===== src/rtl/qdt_pkg.sv =====
package qdt_pkg;

    typedef enum logic [1:0] {
        CH_IDLE  = 2'd0,
        CH_COUNT = 2'd1,
        CH_SPENT = 2'd2
    } ch_state_e;

    localparam int CTL_W     = 8;
    localparam int CTL_EN    = 7;
    localparam int CTL_PER   = 6;
    localparam int CTL_PRE   = 2;
    localparam int CTL_WIDE  = 1;
    localparam int CTL_ONE   = 0;

    localparam int OFS_MASK  = 'h00;
    localparam int OFS_RAW   = 'h04;
    localparam int OFS_MIS   = 'h08;
    localparam int OFS_CLR   = 'h0C;

    localparam int CH_BASE   = 'h10;
    localparam int CH_STRIDE = 'h10;
    localparam int CH_LOAD   = 'h0;
    localparam int CH_VAL    = 'h4;
    localparam int CH_CTL    = 'h8;
    localparam int CH_BG     = 'hC;

endpackage


===== src/rtl/qdt_prescaler.sv =====
module qdt_prescaler #(
    parameter int DIV_MID = 16,
    parameter int DIV_MAX = 256
) (
    input  logic       clk,
    input  logic       rst_n,
    input  logic       run,
    input  logic [1:0] code,
    output logic       tick
);
    localparam int PC_W = $clog2(DIV_MAX);
    localparam logic [PC_W-1:0] LIM_ONE = '0;
    localparam logic [PC_W-1:0] LIM_MID = PC_W'(DIV_MID - 1);
    localparam logic [PC_W-1:0] LIM_MAX = PC_W'(DIV_MAX - 1);

    logic [PC_W-1:0] pc_q;
    logic [PC_W-1:0] lim;

    always_comb begin
        unique case (code)
            2'b00:   lim = LIM_ONE;
            2'b01:   lim = LIM_MID;
            default: lim = LIM_MAX;
        endcase
    end

    assign tick = run && (pc_q == lim);

    always_ff @(posedge clk or negedge rst_n) begin
        if (!rst_n)      pc_q <= '0;
        else if (!run)   pc_q <= '0;
        else if (tick)   pc_q <= '0;
        else             pc_q <= pc_q + 1'b1;
    end


    pre_idle_chk: assert property (@(posedge clk) disable iff (!rst_n)
        !run |=> (pc_q == '0));

endmodule


===== src/rtl/qdt_channel.sv =====
module qdt_channel
    import qdt_pkg::*;
#(
    parameter int CNT_W    = 32,
    parameter int NARROW_W = 16,
    parameter int DIV_MID  = 16,
    parameter int DIV_MAX  = 256
) (
    input  logic             clk,
    input  logic             rst_n,
    input  logic [CNT_W-1:0] wdata,
    input  logic             ld_we,
    input  logic             bg_we,
    input  logic             ctrl_we,
    output logic [CNT_W-1:0] value_o,
    output logic [CNT_W-1:0] bg_o,
    output logic [CTL_W-1:0] ctrl_o,
    output logic             evt_o
);
    localparam logic [CNT_W-1:0] NAR_MASK =
        {{(CNT_W-NARROW_W){1'b0}}, {NARROW_W{1'b1}}};

    ch_state_e        st_q, st_d;
    logic [CNT_W-1:0] cnt_q, cnt_d, bg_q;
    logic [CTL_W-1:0] ctrl_q, ctrl_nx;
    logic [CNT_W-1:0] cnt_eff, bg_eff, ones;
    logic             wide, tick, evt;

    assign ctrl_nx = ctrl_we ? wdata[CTL_W-1:0] : ctrl_q;
    assign wide    = ctrl_q[CTL_WIDE];
    assign cnt_eff = wide ? cnt_q : (cnt_q & NAR_MASK);
    assign bg_eff  = wide ? bg_q  : (bg_q  & NAR_MASK);
    assign ones    = wide ? {CNT_W{1'b1}} : NAR_MASK;

    qdt_prescaler #(.DIV_MID(DIV_MID), .DIV_MAX(DIV_MAX)) u_pre (
        .clk  (clk),
        .rst_n(rst_n),
        .run  (st_q == CH_COUNT),
        .code (ctrl_q[CTL_PRE+1:CTL_PRE]),
        .tick (tick)
    );

    // next state and count
    always_comb begin
        st_d  = st_q;
        cnt_d = cnt_q;
        evt   = 1'b0;
        unique case (st_q)
            CH_IDLE: begin
                if (ctrl_nx[CTL_EN]) st_d = CH_COUNT;
            end
            CH_COUNT: begin
                if (!ctrl_nx[CTL_EN]) begin
                    st_d = CH_IDLE;
                end else if (tick && !ctrl_we && !ld_we) begin
                    if (cnt_eff == '0) begin
                        if (ctrl_q[CTL_ONE]) begin
                            st_d = CH_SPENT;
                            evt  = 1'b1;
                        end else if (ctrl_q[CTL_PER]) begin
                            cnt_d = bg_eff;
                        end else begin
                            cnt_d = ones;
                        end
                    end else begin
                        cnt_d = cnt_eff - CNT_W'(1);
                        if (cnt_eff == CNT_W'(1)) begin
                            evt = 1'b1;
                            if (ctrl_q[CTL_ONE]) st_d = CH_SPENT;
                        end
                    end
                end
            end
            CH_SPENT: begin
                if (!ctrl_nx[CTL_EN]) st_d = CH_IDLE;
                else if (ld_we)       st_d = CH_COUNT;
            end
            default: st_d = CH_IDLE;
        endcase
        if (ld_we) cnt_d = wdata;
    end

    // state register
    always_ff @(posedge clk or negedge rst_n) begin
        if (!rst_n) st_q <= CH_IDLE;
        else        st_q <= st_d;
    end

    // datapath registers
    always_ff @(posedge clk or negedge rst_n) begin
        if (!rst_n) begin
            cnt_q  <= '0;
            bg_q   <= '0;
            ctrl_q <= '0;
        end else begin
            cnt_q  <= cnt_d;
            ctrl_q <= ctrl_nx;
            if (ld_we || bg_we) bg_q <= wdata;
        end
    end

    // outputs
    always_comb begin
        value_o = cnt_eff;
        bg_o    = bg_q;
        ctrl_o  = ctrl_q;
        evt_o   = evt;
    end


    dec_step_chk: assert property (@(posedge clk) disable iff (!rst_n)
        (st_q == CH_COUNT && tick && !ctrl_we && !ld_we && cnt_eff > CNT_W'(1))
        |=> (cnt_eff == $past(cnt_eff) - CNT_W'(1)));


    spent_hold_chk: assert property (@(posedge clk) disable iff (!rst_n)
        (st_q == CH_SPENT && !ld_we && !ctrl_we) |=> $stable(cnt_q));


    idle_hold_chk: assert property (@(posedge clk) disable iff (!rst_n)
        (st_q == CH_IDLE && !ld_we) |=> $stable(cnt_q));


    load_take_chk: assert property (@(posedge clk) disable iff (!rst_n)
        ld_we |=> (cnt_q == $past(wdata) && bg_q == $past(wdata)));

endmodule


===== src/rtl/qdt_irq_ctrl.sv =====
module qdt_irq_ctrl #(
    parameter int NCH = 4
) (
    input  logic           clk,
    input  logic           rst_n,
    input  logic [NCH-1:0] evt_i,
    input  logic           mask_we,
    input  logic           clr_we,
    input  logic [NCH-1:0] wdata,
    output logic [NCH-1:0] raw_o,
    output logic [NCH-1:0] mask_o,
    output logic [NCH-1:0] mis_o,
    output logic           irq_o
);
    logic [NCH-1:0] raw_q, mask_q, clr_bits;

    assign clr_bits = clr_we ? wdata : '0;

    always_ff @(posedge clk or negedge rst_n) begin
        if (!rst_n) begin
            raw_q  <= '0;
            mask_q <= '0;
        end else begin
            raw_q <= (raw_q & ~clr_bits) | evt_i;
            if (mask_we) mask_q <= wdata;
        end
    end

    assign raw_o  = raw_q;
    assign mask_o = mask_q;
    assign mis_o  = raw_q & mask_q;
    assign irq_o  = |mis_o;

    for (genvar i = 0; i < NCH; i++) begin : g_chk

        raw_set_chk: assert property (@(posedge clk) disable iff (!rst_n)
            evt_i[i] |=> raw_q[i]);

        raw_clr_chk: assert property (@(posedge clk) disable iff (!rst_n)
            (clr_we && wdata[i] && !evt_i[i]) |=> !raw_q[i]);

        raw_cause_chk: assert property (@(posedge clk) disable iff (!rst_n)
            $rose(raw_q[i]) |-> $past(evt_i[i]));
    end

endmodule


===== src/rtl/quad_down_timer.sv =====
module quad_down_timer
    import qdt_pkg::*;
#(
    parameter int NUM_CH   = 4,
    parameter int ADDR_W   = 8,
    parameter int DATA_W   = 32,
    parameter int NARROW_W = 16,
    parameter int DIV_MID  = 16,
    parameter int DIV_MAX  = 256
) (
    input  logic              clk,
    input  logic              rst_n,
    input  logic [ADDR_W-1:0] bus_addr,
    input  logic [DATA_W-1:0] bus_wdata,
    input  logic              bus_we,
    input  logic              bus_re,
    output logic [DATA_W-1:0] bus_rdata,
    output logic              irq_out
);
    localparam logic [ADDR_W-1:0] A_MASK = ADDR_W'(OFS_MASK);
    localparam logic [ADDR_W-1:0] A_RAW  = ADDR_W'(OFS_RAW);
    localparam logic [ADDR_W-1:0] A_MIS  = ADDR_W'(OFS_MIS);
    localparam logic [ADDR_W-1:0] A_CLR  = ADDR_W'(OFS_CLR);

    logic [DATA_W-1:0] ch_val [NUM_CH];
    logic [DATA_W-1:0] ch_bg  [NUM_CH];
    logic [CTL_W-1:0]  ch_ctl [NUM_CH];
    logic [NUM_CH-1:0] ch_evt;
    logic [NUM_CH-1:0] raw, mask, mis;
    logic [DATA_W-1:0] rd_mux [NUM_CH+1];

    for (genvar n = 0; n < NUM_CH; n++) begin : g_ch
        localparam logic [ADDR_W-1:0] A_LD  = ADDR_W'(CH_BASE + CH_STRIDE*n + CH_LOAD);
        localparam logic [ADDR_W-1:0] A_VAL = ADDR_W'(CH_BASE + CH_STRIDE*n + CH_VAL);
        localparam logic [ADDR_W-1:0] A_CTL = ADDR_W'(CH_BASE + CH_STRIDE*n + CH_CTL);
        localparam logic [ADDR_W-1:0] A_BG  = ADDR_W'(CH_BASE + CH_STRIDE*n + CH_BG);

        qdt_channel #(
            .CNT_W   (DATA_W),
            .NARROW_W(NARROW_W),
            .DIV_MID (DIV_MID),
            .DIV_MAX (DIV_MAX)
        ) u_ch (
            .clk    (clk),
            .rst_n  (rst_n),
            .wdata  (bus_wdata),
            .ld_we  (bus_we && bus_addr == A_LD),
            .bg_we  (bus_we && bus_addr == A_BG),
            .ctrl_we(bus_we && bus_addr == A_CTL),
            .value_o(ch_val[n]),
            .bg_o   (ch_bg[n]),
            .ctrl_o (ch_ctl[n]),
            .evt_o  (ch_evt[n])
        );

        always_comb begin
            if      (bus_addr == A_LD || bus_addr == A_BG) rd_mux[n+1] = ch_bg[n];
            else if (bus_addr == A_VAL)                    rd_mux[n+1] = ch_val[n];
            else if (bus_addr == A_CTL)                    rd_mux[n+1] = DATA_W'(ch_ctl[n]);
            else                                           rd_mux[n+1] = rd_mux[n];
        end
    end

    qdt_irq_ctrl #(.NCH(NUM_CH)) u_irq (
        .clk    (clk),
        .rst_n  (rst_n),
        .evt_i  (ch_evt),
        .mask_we(bus_we && bus_addr == A_MASK),
        .clr_we (bus_we && bus_addr == A_CLR),
        .wdata  (bus_wdata[NUM_CH-1:0]),
        .raw_o  (raw),
        .mask_o (mask),
        .mis_o  (mis),
        .irq_o  (irq_out)
    );

    always_comb begin
        unique case (bus_addr)
            A_MASK:  rd_mux[0] = DATA_W'(mask);
            A_RAW:   rd_mux[0] = DATA_W'(raw);
            A_MIS:   rd_mux[0] = DATA_W'(mis);
            default: rd_mux[0] = '0;
        endcase
    end

    always_ff @(posedge clk or negedge rst_n) begin
        if (!rst_n)      bus_rdata <= '0;
        else if (bus_re) bus_rdata <= rd_mux[NUM_CH];
    end


    rdata_hold_chk: assert property (@(posedge clk) disable iff (!rst_n)
        !bus_re |=> $stable(bus_rdata));


    irq_low_chk: assert property (@(posedge clk) disable iff (!rst_n)
        (mask == '0) |-> !irq_out);

endmodule


===== config.mk =====
export PLATFORM = sky130hd
export DESIGN_NAME = quad_down_timer
export DESIGN_NICKNAME = d
export VERILOG_FILES = /design/src/rtl/qdt_pkg.sv /design/src/rtl/qdt_prescaler.sv /design/src/rtl/qdt_channel.sv /design/src/rtl/qdt_irq_ctrl.sv /design/src/rtl/quad_down_timer.sv
export SDC_FILE = /design/constraint.sdc
export NUM_CORES = 1
export LEC_CHECK = 0
export BUFFER_PORTS_ARGS = -buffer_cell sky130_fd_sc_hd__buf_2
export CELL_PAD_IN_SITES_DETAIL_PLACEMENT = 1
export CELL_PAD_IN_SITES_GLOBAL_PLACEMENT = 2
export CORE_MARGIN = 5
export CORE_UTILIZATION = 40
export CTS_CLUSTER_DIAMETER = 120
export DETAILED_ROUTE_END_ITERATION = 7
export HOLD_SLACK_MARGIN = 0.06
export PLACE_DENSITY = 0.8
export SLEW_MARGIN = 20
export SYNTH_ARGS = -nofsm -noshare
export SYNTH_HDL_FRONTEND = slang
export SYNTH_SLANG_ARGS = --single-unit

===== constraint.sdc =====
create_clock -name clk -period 2.88 [get_ports clk]
set_input_delay 0.432 -clock clk [delete_from_list [all_inputs] [get_ports clk]]
set_output_delay 0.432 -clock clk [all_outputs]
set_load 0.01 [all_outputs]

== Word-level counts from Yosys, hierarchy flattened ==
Cells that the tools add are included.
Storage, ports and cells
  bits in registers: 368
  bits of input ports: 44
  output and inout bits: 33
  logic and storage cells: 304
Operators by class
  $add $sub $neg: 8
  eq/ne operators: 59
  mux-type cells: 130
  bitwise gates (word level): 4
  reduce and logical (&&, ||, !) cells: 76
Operators by type and width (number)
  $mux W32: 51
  $eq A32 B1 Y1 const B: 4
  $logic_not A32 Y1: 4
  $sub A32 B1 Y32 const B: 4
  $mux W8: 13
  $eq A8 B6 Y1 const B: 8
  $mux W2: 32
  $pmux W8 S2: 4
  $add A8 B1 Y8 const B: 4
  $eq A8 B5 Y1 const B: 4
  $eq A8 B7 Y1 const B: 4
  $eq A8 B8 Y1: 4
  $reduce_and A4 Y1: 8
  $logic_and A1 B1 Y1: 26
  $mux W1: 24
  $ne A3 B2 Y1 const B: 8
  $pmux W2 S3: 4
  $reduce_bool A2 Y1: 12
  $eq A2 B1 Y1 const B: 8
  $eq A8 B4 Y1 const B: 2
  $logic_not A2 Y1: 8
  $ne A4 B4 Y1 const B: 4
  $ne A3 B3 Y1 const B: 4
  $pmux W4 S3: 1
  other kinds (11): 32

== Depth between registers and ports, before layout ==
Gate-level depths: netlist (run 1).
  depth in word-level cells: 14
  depth in mapped cells: 11
  gate-level depth less buffers: 9

== Hierarchy ==
Synthesis (run 1) repeated with hierarchy kept, for this count alone.
Second synthesis, totals
  cell total of the unflattened synthesis: 2866
  area, all modules: 24847.6 sq um
Modules (own cells, without submodules)
  qdt_channel at g_ch[0].u_ch ...: times used 2, cells each 484, area an instance 4518.1 sq um, seq. area each 1851.8 sq um
  quad_down_timer: times used 1, cells each 756, area an instance 4794.6 sq um, seq. area each 800.8 sq um
  qdt_channel at g_ch[3].u_ch: times used 1, cells each 485, area an instance 4549.4 sq um, seq. area each 1851.8 sq um
  qdt_channel at g_ch[2].u_ch: times used 1, cells each 472, area an instance 4376.7 sq um, seq. area each 1851.8 sq um
  qdt_prescaler: times used 4, cells each 40, area an instance 440.4 sq um, seq. area each 200.2 sq um
  qdt_irq_ctrl: times used 1, cells each 25, area an instance 329.1 sq um, seq. area each 200.2 sq um

== Worst setup path before layout (run 1) ==
OpenSTA, ideal clock, no wires.
  path type: register to register
  start: reg g_ch[1].u_ch.cnt_q[17]
  end: reg g_ch[1].u_ch.st_q[0]
  setup time: 119 ps
  arrival: 2469 ps
  required time: 2761 ps
  slack: 292 ps
  cell stages (with the launch flop): 10
  buffers on the path: 2
  clock period less this slack: 2588 ps
  cell sequence: dfrtp_1 -> buf_2 -> or4_1 -> buf_4 -> or3_4 -> o21ai_4 -> nand4_2 -> a2111oi_4 -> o22ai_1 -> and2_1
On the way
  cells in the longest elaborated chain, start to end: 6
  elaborated cells on any way between the ends: 9
  classes of those cells: eq/ne (2); mux (5); reduce/logical (2)
Ends and longest elaborated chain
  start, declared: line qdt_channel.sv:24  | logic [CNT_W-1:0] cnt_q, cnt_d, bg_q;
  start signal, assigned: line qdt_channel.sv:96  | cnt_q <= cnt_d;
  $mux W32 *: line qdt_channel.sv:31  | assign cnt_eff = wide ? cnt_q : (cnt_q & NAR_MASK);
  $logic_not A32 Y1: line qdt_channel.sv:56  | if (cnt_eff == '0) begin
  $mux W2: line qdt_channel.sv:56
  $mux W2: line qdt_channel.sv:55  | end else if (tick && !ctrl_we && !ld_we) begin
  $mux W2: line qdt_channel.sv:53  | if (!ctrl_nx[CTL_EN]) begin
  $pmux W2 S3: line qdt_channel.sv:48  | unique case (st_q)
  end signal, assigned: line qdt_channel.sv:86  | else st_q <= st_d;
  end, declared: line qdt_channel.sv:23  | ch_state_e st_q, st_d;
Mark *: on every way between the ends. The rest lies on a longest branch, timed or not. The select of a mux whose other input is x is not followed.
A chain may end at the register's enable or synchronous reset.

== Worst setup path in the final report (run 1) ==
  start: reg g_ch[1].u_ch.cnt_q[19]
  end: reg g_ch[1].u_ch.st_q[0]
The elaborated chain is that of the path after synthesis.

==> results of run 1 <==
through the flow:
stage / utilization (%) / hold WS [ns] / worst slack (ns) / area, sq um
2_1_floorplan: - / 0.136 / 0.292 / 22200
3_3_place_gp: 46.1 / 0.467 / -0.138 / 25400
3_5_place_dp: 46.1 / 0.474 / -0.171 / 25400
4_1_cts: 48.9 / 0.185 / 0.0128 / 26900
5_1_grt: 49.0 / 0.215 / -0.00257 / 26900
6_report: 49.0 / 0.207 / 0.0494 / 26900
cell usage after synthesis (27+ instances only):
master / instances / area [sq um]
a221oi_1: 60 / 526
nand3_1: 70 / 350
xor2_1: 41 / 359
nand4_1: 29 / 181
o22ai_1: 51 / 319
o21ai_0: 257 / 1290
nor2_1: 226 / 848
mux2_2: 133 / 1500
clkbuf_1: 154 / 578
dfrtp_1: 368 / 9210
o211ai_1: 34 / 255
a21oi_1: 151 / 756
a22oi_1: 28 / 210
or3_1: 43 / 269
nor4_1: 29 / 181
a31oi_1: 51 / 319
o311ai_0: 31 / 272
and3_1: 27 / 169
nand2_1: 234 / 878
nor3_1: 45 / 225
inv_1: 41 / 154
critical path: cells and delay by family, from the launching register on:
| kind | cells | cell delay [ns] |
|---|---|---|
| flops | 1 | 0.39 |
| compound gates | 3 | 0.91 |
| simple gates | 4 | 1.41 |
power by group through the flow:
stage	Clock, mW	Sequential [mW]	Combinational, mW
2_1_floorplan	0	6.46	3.23
3_3_place_gp	0	6.70	5.63
3_5_place_dp	0	6.73	5.79
4_1_cts	5.90	6.65	5.84
5_1_grt	6.12	6.73	6.47
6_report	5.81	6.68	6.01
metal layers:
layer	track usage (%)	part of all wire (%)	vias to the layer above
li1	-	-	9931
met1	44.9	42	11695
met3	5.43	7.0	250
met2	52.7	46	1005
met4	14.2	5.0	4
met5	0	0.026	-
what timing repair did:
action,CTS,global route
hold buffers,1,0
setup endpoints to repair,4,64
setup buffers,0,2
pin swaps,0,3
gates resized for setup,1,11
endpoints found under the hold margin,63,0
cell type report:
class	count	area [sq um]	share of cell area, %
multi-input cells	1897	12100	45.1
flip-flops and latches	368	9210	34.2
repair buffers	384	3020	11.2
clock buffers	69	1360	5.05
well taps	748	936	3.48
inverters	42	158	0.585
clock inverters	11	118	0.437
flip-flops by register name, summed over array words and instances (netlist names):
signal / count
g_ch.u_ch.bg_o: 128
g_ch.u_ch.ctrl_o: 32
u_irq.mask_o: 4
u_irq.raw_o: 4
g_ch.u_ch.cnt_q: 128
g_ch.u_ch.st_q: 8
g_ch.u_ch.u_pre.pc_q: 32
bus_rdata: 32
kinds of logic after synthesis:
group,Yosys count,synth area share [%]
and+or+nand+nor,815,18.1
buffers and inverters,233,4.23
adders and majority gates,13,0.734
AOI/OAI and AO/OA,859,25.5
DFF,368,41.5
muxes,146,7.36
xor gates and xnor gates,64,2.53
cells in the final DEF, fill, tap and decap left out, types with 60 or more instances in the layout:
cell	count
dfrtp_1	368
buf_4	282
o21ai_0	257
nand2_1	234
nor2_1	219
a21oi_1	150
mux2_2	133
buf_2	75
nand3_1	69
a221oi_1	60
path summary, 6_finish.rpt:
kind	start	endpoint	slack, ns	cells after the start
worst max-delay path	g_ch[1].u_ch.cnt_q[19]	g_ch[1].u_ch.st_q[0]	0.05	7
min in group asynchronous	rst_n	g_ch[0].u_ch.u_pre.pc_q[7]	0.42	2
worst max register to register	g_ch[1].u_ch.cnt_q[19]	g_ch[1].u_ch.st_q[0]	0.05	7
worst min register to register	bus_rdata[15]	bus_rdata[15]	0.49	1
max in group asynchronous	rst_n	g_ch[1].u_ch.bg_o[24]	1.46	3
worst min-delay path	bus_wdata[3]	g_ch[3].u_ch.cnt_q[3]	0.21	3
==> reports/summary.txt, run 1 <==
status -> finished, final reports clean
CP max FO -> 10
total gr overflow -> 0
CTS tree -> built
fmax -> 353 MHz
IO Pins -> 77
Leakage Power -> 11.9 nW
Seq pwr share -> 36.1%
Gate Count Post-Synth -> 2,498
Num CTS Buffers -> 45
Post-synth EDFFs -> 0
CP Class -> reg2reg
area delta synth->final -> 21.5%
Netlist Area Pre-Place -> 22,200 sq um
distinct cell type count after synthesis -> 92
arrival time at the worst endpoint -> 3.31 ns
CP required -> 3.36 ns
DRT Pass-1 Iters -> 8
Async SR Flop Fraction -> 100%
first-pass GRT wire length -> 153,000 microns
Slew @ Worst Pin -> 1.09 ns
final net count -> 2,795
relative slew slack -> 27.3%
initial antenna violation count -> 3
layout cells sized above 1 -> 23.3%
count of final hold-check violations -> 0
Sw Ratio -> 37.1%
total of max-cap violations -> 0
Post-Syn Nets -> 2,555
CP startpoint kind -> register
row count -> 86
non-filler cells, final -> 3,519
Psw -> 6.85 mW
CTS max path bufs -> 3
register area share after synthesis -> 41.5%
final setup TNS -> 0 ns
via count -> 22,885
VDD IR max -> 0.426 mV
FF+latch count, synth -> 368
Fillers -> 6,362
Syn. warnings -> 0
clk slew on worst S/H paths -> 0.06 ns
Starting Density -> 40.3%
minimum clock period -> 2.83 ns
CP peak stage delay -> 0.60 ns
All-Layer GR Usage -> 33.1%
top_reg_cell synth -> dfrtp_1
Worst-Skew Late Latency -> 0.59 ns
sequence of cells on the critical path -> or4_1 -> or3_4 -> o21ai_4 -> nand2_4 -> a2111oi_4 -> o22ai_1 -> and2_1
area of the core -> 55,000 sq um
H-tree level count -> 2
Int Pwr -> 11.6 mW
antenna-violating nets left -> 0
1st-iter DRT viols -> 2,274
clk_skew -> 0.0237 ns
Clock Sinks -> 368
residual DRC count -> 0
dpl cells -> 3,436
Setup Viol. Count Final -> 0
RSZ-0062 raised after global routing -> yes
ANT cells -> 0
final WL -> 102,000 microns
combinational power share -> 32.5%
vias per inst -> 6.50
detailed placement HPWL -> 76,600 microns
CP max-delay cell -> or4_1
crit share post-route -> 98.3%
die area -> 60,200 sq um
final slew viol count -> 0
crit path capture type -> register
Die Y-Extent -> 245 microns
Die Wd -> 245 microns
port bufs -> 76
average wire per standard cell -> 28.9 microns
CTS root buffer -> clkbuf_16
overall power -> 18.5 mW
largest net degree at the start of global routing -> 72
clock share of power -> 31.4%
gpl congestion -> 0.953
syn_area_per_cell -> 8.87 sq um
pwr dens -> 687 nW/um^2
min-delay worst type -> in2reg
number of global-route vias before repair -> 23,399
Note: power is estimated with default switching activity, not from simulation.
==> run 2: changes to the inputs <==
--- a/config.mk
+++ b/config.mk
@@ -7,9 +7,9 @@
 export LEC_CHECK = 0
 export BUFFER_PORTS_ARGS = -buffer_cell sky130_fd_sc_hd__buf_2
 export CELL_PAD_IN_SITES_DETAIL_PLACEMENT = 1
-export CELL_PAD_IN_SITES_GLOBAL_PLACEMENT = 2
+export CELL_PAD_IN_SITES_GLOBAL_PLACEMENT = 1
 export CORE_MARGIN = 5
-export CORE_UTILIZATION = 40
+export CORE_UTILIZATION = 49
 export CTS_CLUSTER_DIAMETER = 120
 export DETAILED_ROUTE_END_ITERATION = 7
 export HOLD_SLACK_MARGIN = 0.06
==> constraint.sdc (replaced) <==
create_clock -name clk -period 3.2 [get_ports clk]
set_input_delay 0.48 -clock clk [delete_from_list [all_inputs] [get_ports clk]]
set_output_delay 0.48 -clock clk [all_outputs]
set_load 0.01 [all_outputs]
==> reports/summary.txt, run 2 (synthesis results as in run 1) <==
min-delay worst type -> in2reg (unchanged)
IO Pins -> 77 (unchanged)
port bufs -> 76 (unchanged)
area of the core -> 45,100 sq um (was 55,000 sq um)
detailed placement HPWL -> 70,500 microns (was 76,600 microns)
layout cells sized above 1 -> 19.1% (was 23.3%)
Worst-Skew Late Latency -> 0.59 ns (about the same)
initial antenna violation count -> 1 (was 3)
pwr dens -> 648 nW/um^2 (was 687 nW/um^2)
die area -> 49,600 sq um (was 60,200 sq um)
overall power -> 16.6 mW (was 18.5 mW)
Die Y-Extent -> 223 microns (was 245 microns)
final net count -> 2,648 (was 2,795)
Leakage Power -> 11.2 nW (was 11.9 nW)
CP startpoint kind -> register (unchanged)
Num CTS Buffers -> 45 (unchanged)
total of max-cap violations -> 0 (unchanged)
crit share post-route -> 97.7% (was 98.3%)
residual DRC count -> 0 (unchanged)
count of final hold-check violations -> 0 (unchanged)
total gr overflow -> 0 (unchanged)
antenna-violating nets left -> 0 (unchanged)
CTS root buffer -> clkbuf_16 (unchanged)
final slew viol count -> 0 (unchanged)
DRT Pass-1 Iters -> 8 (unchanged)
area post-placement -> 23,900 sq um (was 25,400 sq um)
Slew @ Worst Pin -> 1.05 ns (was 1.09 ns)
Starting Density -> 49.2% (was 40.3%)
Final Hold Slack -> 0.270 ns (was 0.207 ns)
number of global-route vias before repair -> 23,215 (was 23,399)
minimum clock period -> 3.13 ns (was 2.83 ns)
vias per inst -> 7.05 (was 6.50)
Core Util, Final -> 56.8% (was 49.0%)
fmax -> 320 MHz (was 353 MHz)
flop-to-flop setup slack -> 0.07 ns (was 0.05 ns)
CP Class -> reg2reg (unchanged)
gpl congestion -> 0.997 (was 0.953)
Clock Sinks -> 368 (unchanged)
relative slew slack -> 29.7% (was 27.3%)
clk slew on worst S/H paths -> 0.06 ns (about the same)
VDD IR max -> 0.421 mV (was 0.426 mV)
Setup Viol. Count Final -> 0 (unchanged)
clk_skew -> 0.0147 ns (was 0.0237 ns)
commonest non-fill, non-tap cells in the layout -> dfrtp_1 (368), o21ai_0 (257), nand2_1 (234) (was dfrtp_1 (368), buf_4 (282), o21ai_0 (257))
via count -> 22,747 (was 22,885)
ANT cells -> 0 (unchanged)
largest net degree at the start of global routing -> 75 (was 72)
row count -> 78 (was 86)
RSZ-0062 raised after global routing -> yes (unchanged)
final WL -> 96,500 microns (was 102,000 microns)
status -> finished, final reports clean (unchanged)
most common cell after layout, fill and taps aside -> dfrtp_1 (unchanged)
CTS max path bufs -> 3 (unchanged)
crit path capture type -> register (unchanged)
H-tree level count -> 2 (unchanged)
CP max FO -> 8 (was 10)
first-pass GRT wire length -> 146,000 microns (was 153,000 microns)
CTS tree -> built (unchanged)
All-Layer GR Usage -> 37.9% (was 33.1%)
arrival time at the worst endpoint -> 3.63 ns (was 3.31 ns)
1st-iter DRT viols -> 2,114 (was 2,274)
average wire per standard cell -> 29.9 microns (was 28.9 microns)
Die Wd -> 223 microns (was 245 microns)
Post-CTS Setup Bufs -> 0 (unchanged)
final instance area -> 25,600 sq um (was 26,900 sq um)
CP required -> 3.70 ns (was 3.36 ns)
Fillers -> 5,248 (was 6,362)
area delta synth->final -> 15.5% (was 21.5%)
-- run 2: cell count changes in the layout (fill, tap and decap cells not counted), sizes merged --
cell / before / now
clkinv: 7 / 11
clkbuf: 69 / 62
bufinv: 2 / 8
buf: 383 / 236
clkinvlp: 1 / 0
-- run 2: layout make-up --
class	instances	area [sq um]	area share, %
Multi-Input combinational cell	1897	12100	47.3
Sequential cell	368	9210	36.0
Timing Repair Buffer	237	1750	6.84
Clock buffer	62	1320	5.17
Tap cell	600	751	2.93
Clock inverter	20	308	1.20
Inverter	42	158	0.616
-- run 2: worst paths after layout --
check / startpoint / end / cells after the start
worst max-delay path: g_ch[0].u_ch.cnt_q[17] / g_ch[0].u_ch.cnt_q[31] / 7
worst min-delay path: bus_wdata[20] / g_ch[0].u_ch.cnt_q[20] / 3
worst max register to register: g_ch[0].u_ch.cnt_q[17] / g_ch[0].u_ch.cnt_q[31] / 7
worst min register to register: g_ch[3].u_ch.u_pre.pc_q[0] / g_ch[3].u_ch.u_pre.pc_q[0] / 1
max in group asynchronous: rst_n / g_ch[0].u_ch.cnt_q[20] / 4
min in group asynchronous: rst_n / g_ch[0].u_ch.ctrl_o[0] / 2
-- run 2: critical path: stages (launching register included) --
cell	delay, ns
dfrtp_1	0.50
or4_1	0.70
o41ai_1	0.88
nand3_1	0.31
o21ba_2	0.32
nor2_1	0.04
o21a_1	0.17
o22ai_1	0.12
-- run 2: metal layers --
layer	vias up	routed length (microns)	GRT usage, %
met1	11586	38900	50.8
met4	2	6960	22.0
met2	1172	43100	58.0
met3	370	7460	6.49
met5	-	7	0
li1	9617	-	-
-- run 2: power breakdown --
| group | switching, mW | leakage (nW) | internal (mW) | total [mW] |
|---|---|---|---|---|
| Clock | 2.19 | 0.812 | 3.53 | 5.72 |
| Sequential | 0.939 | 4.93 | 5.25 | 6.19 |
| Combinational | 2.92 | 5.45 | 1.77 | 4.69 |
| Total | 6.05 | 11.2 | 10.5 | 16.6 |
-- run 2: through the flow --
step,setup slack [ns],cells,setup TNS (ns)
floorplan,0.612,2498,0
global placement,0.222,3143,0
detailed placement,0.135,3143,0
CTS,0.109,3226,0
global route,-0.0207,3226,-0.0344
finish,0.0743,3226,0
-- run 2: repair_timing --
action | in CTS | in global routing
hold buffers | 1 | 0
setup endpoints to repair | 0 | 27
endpoints found under the hold margin | 65 | 0
gates resized for setup | 0 | 4
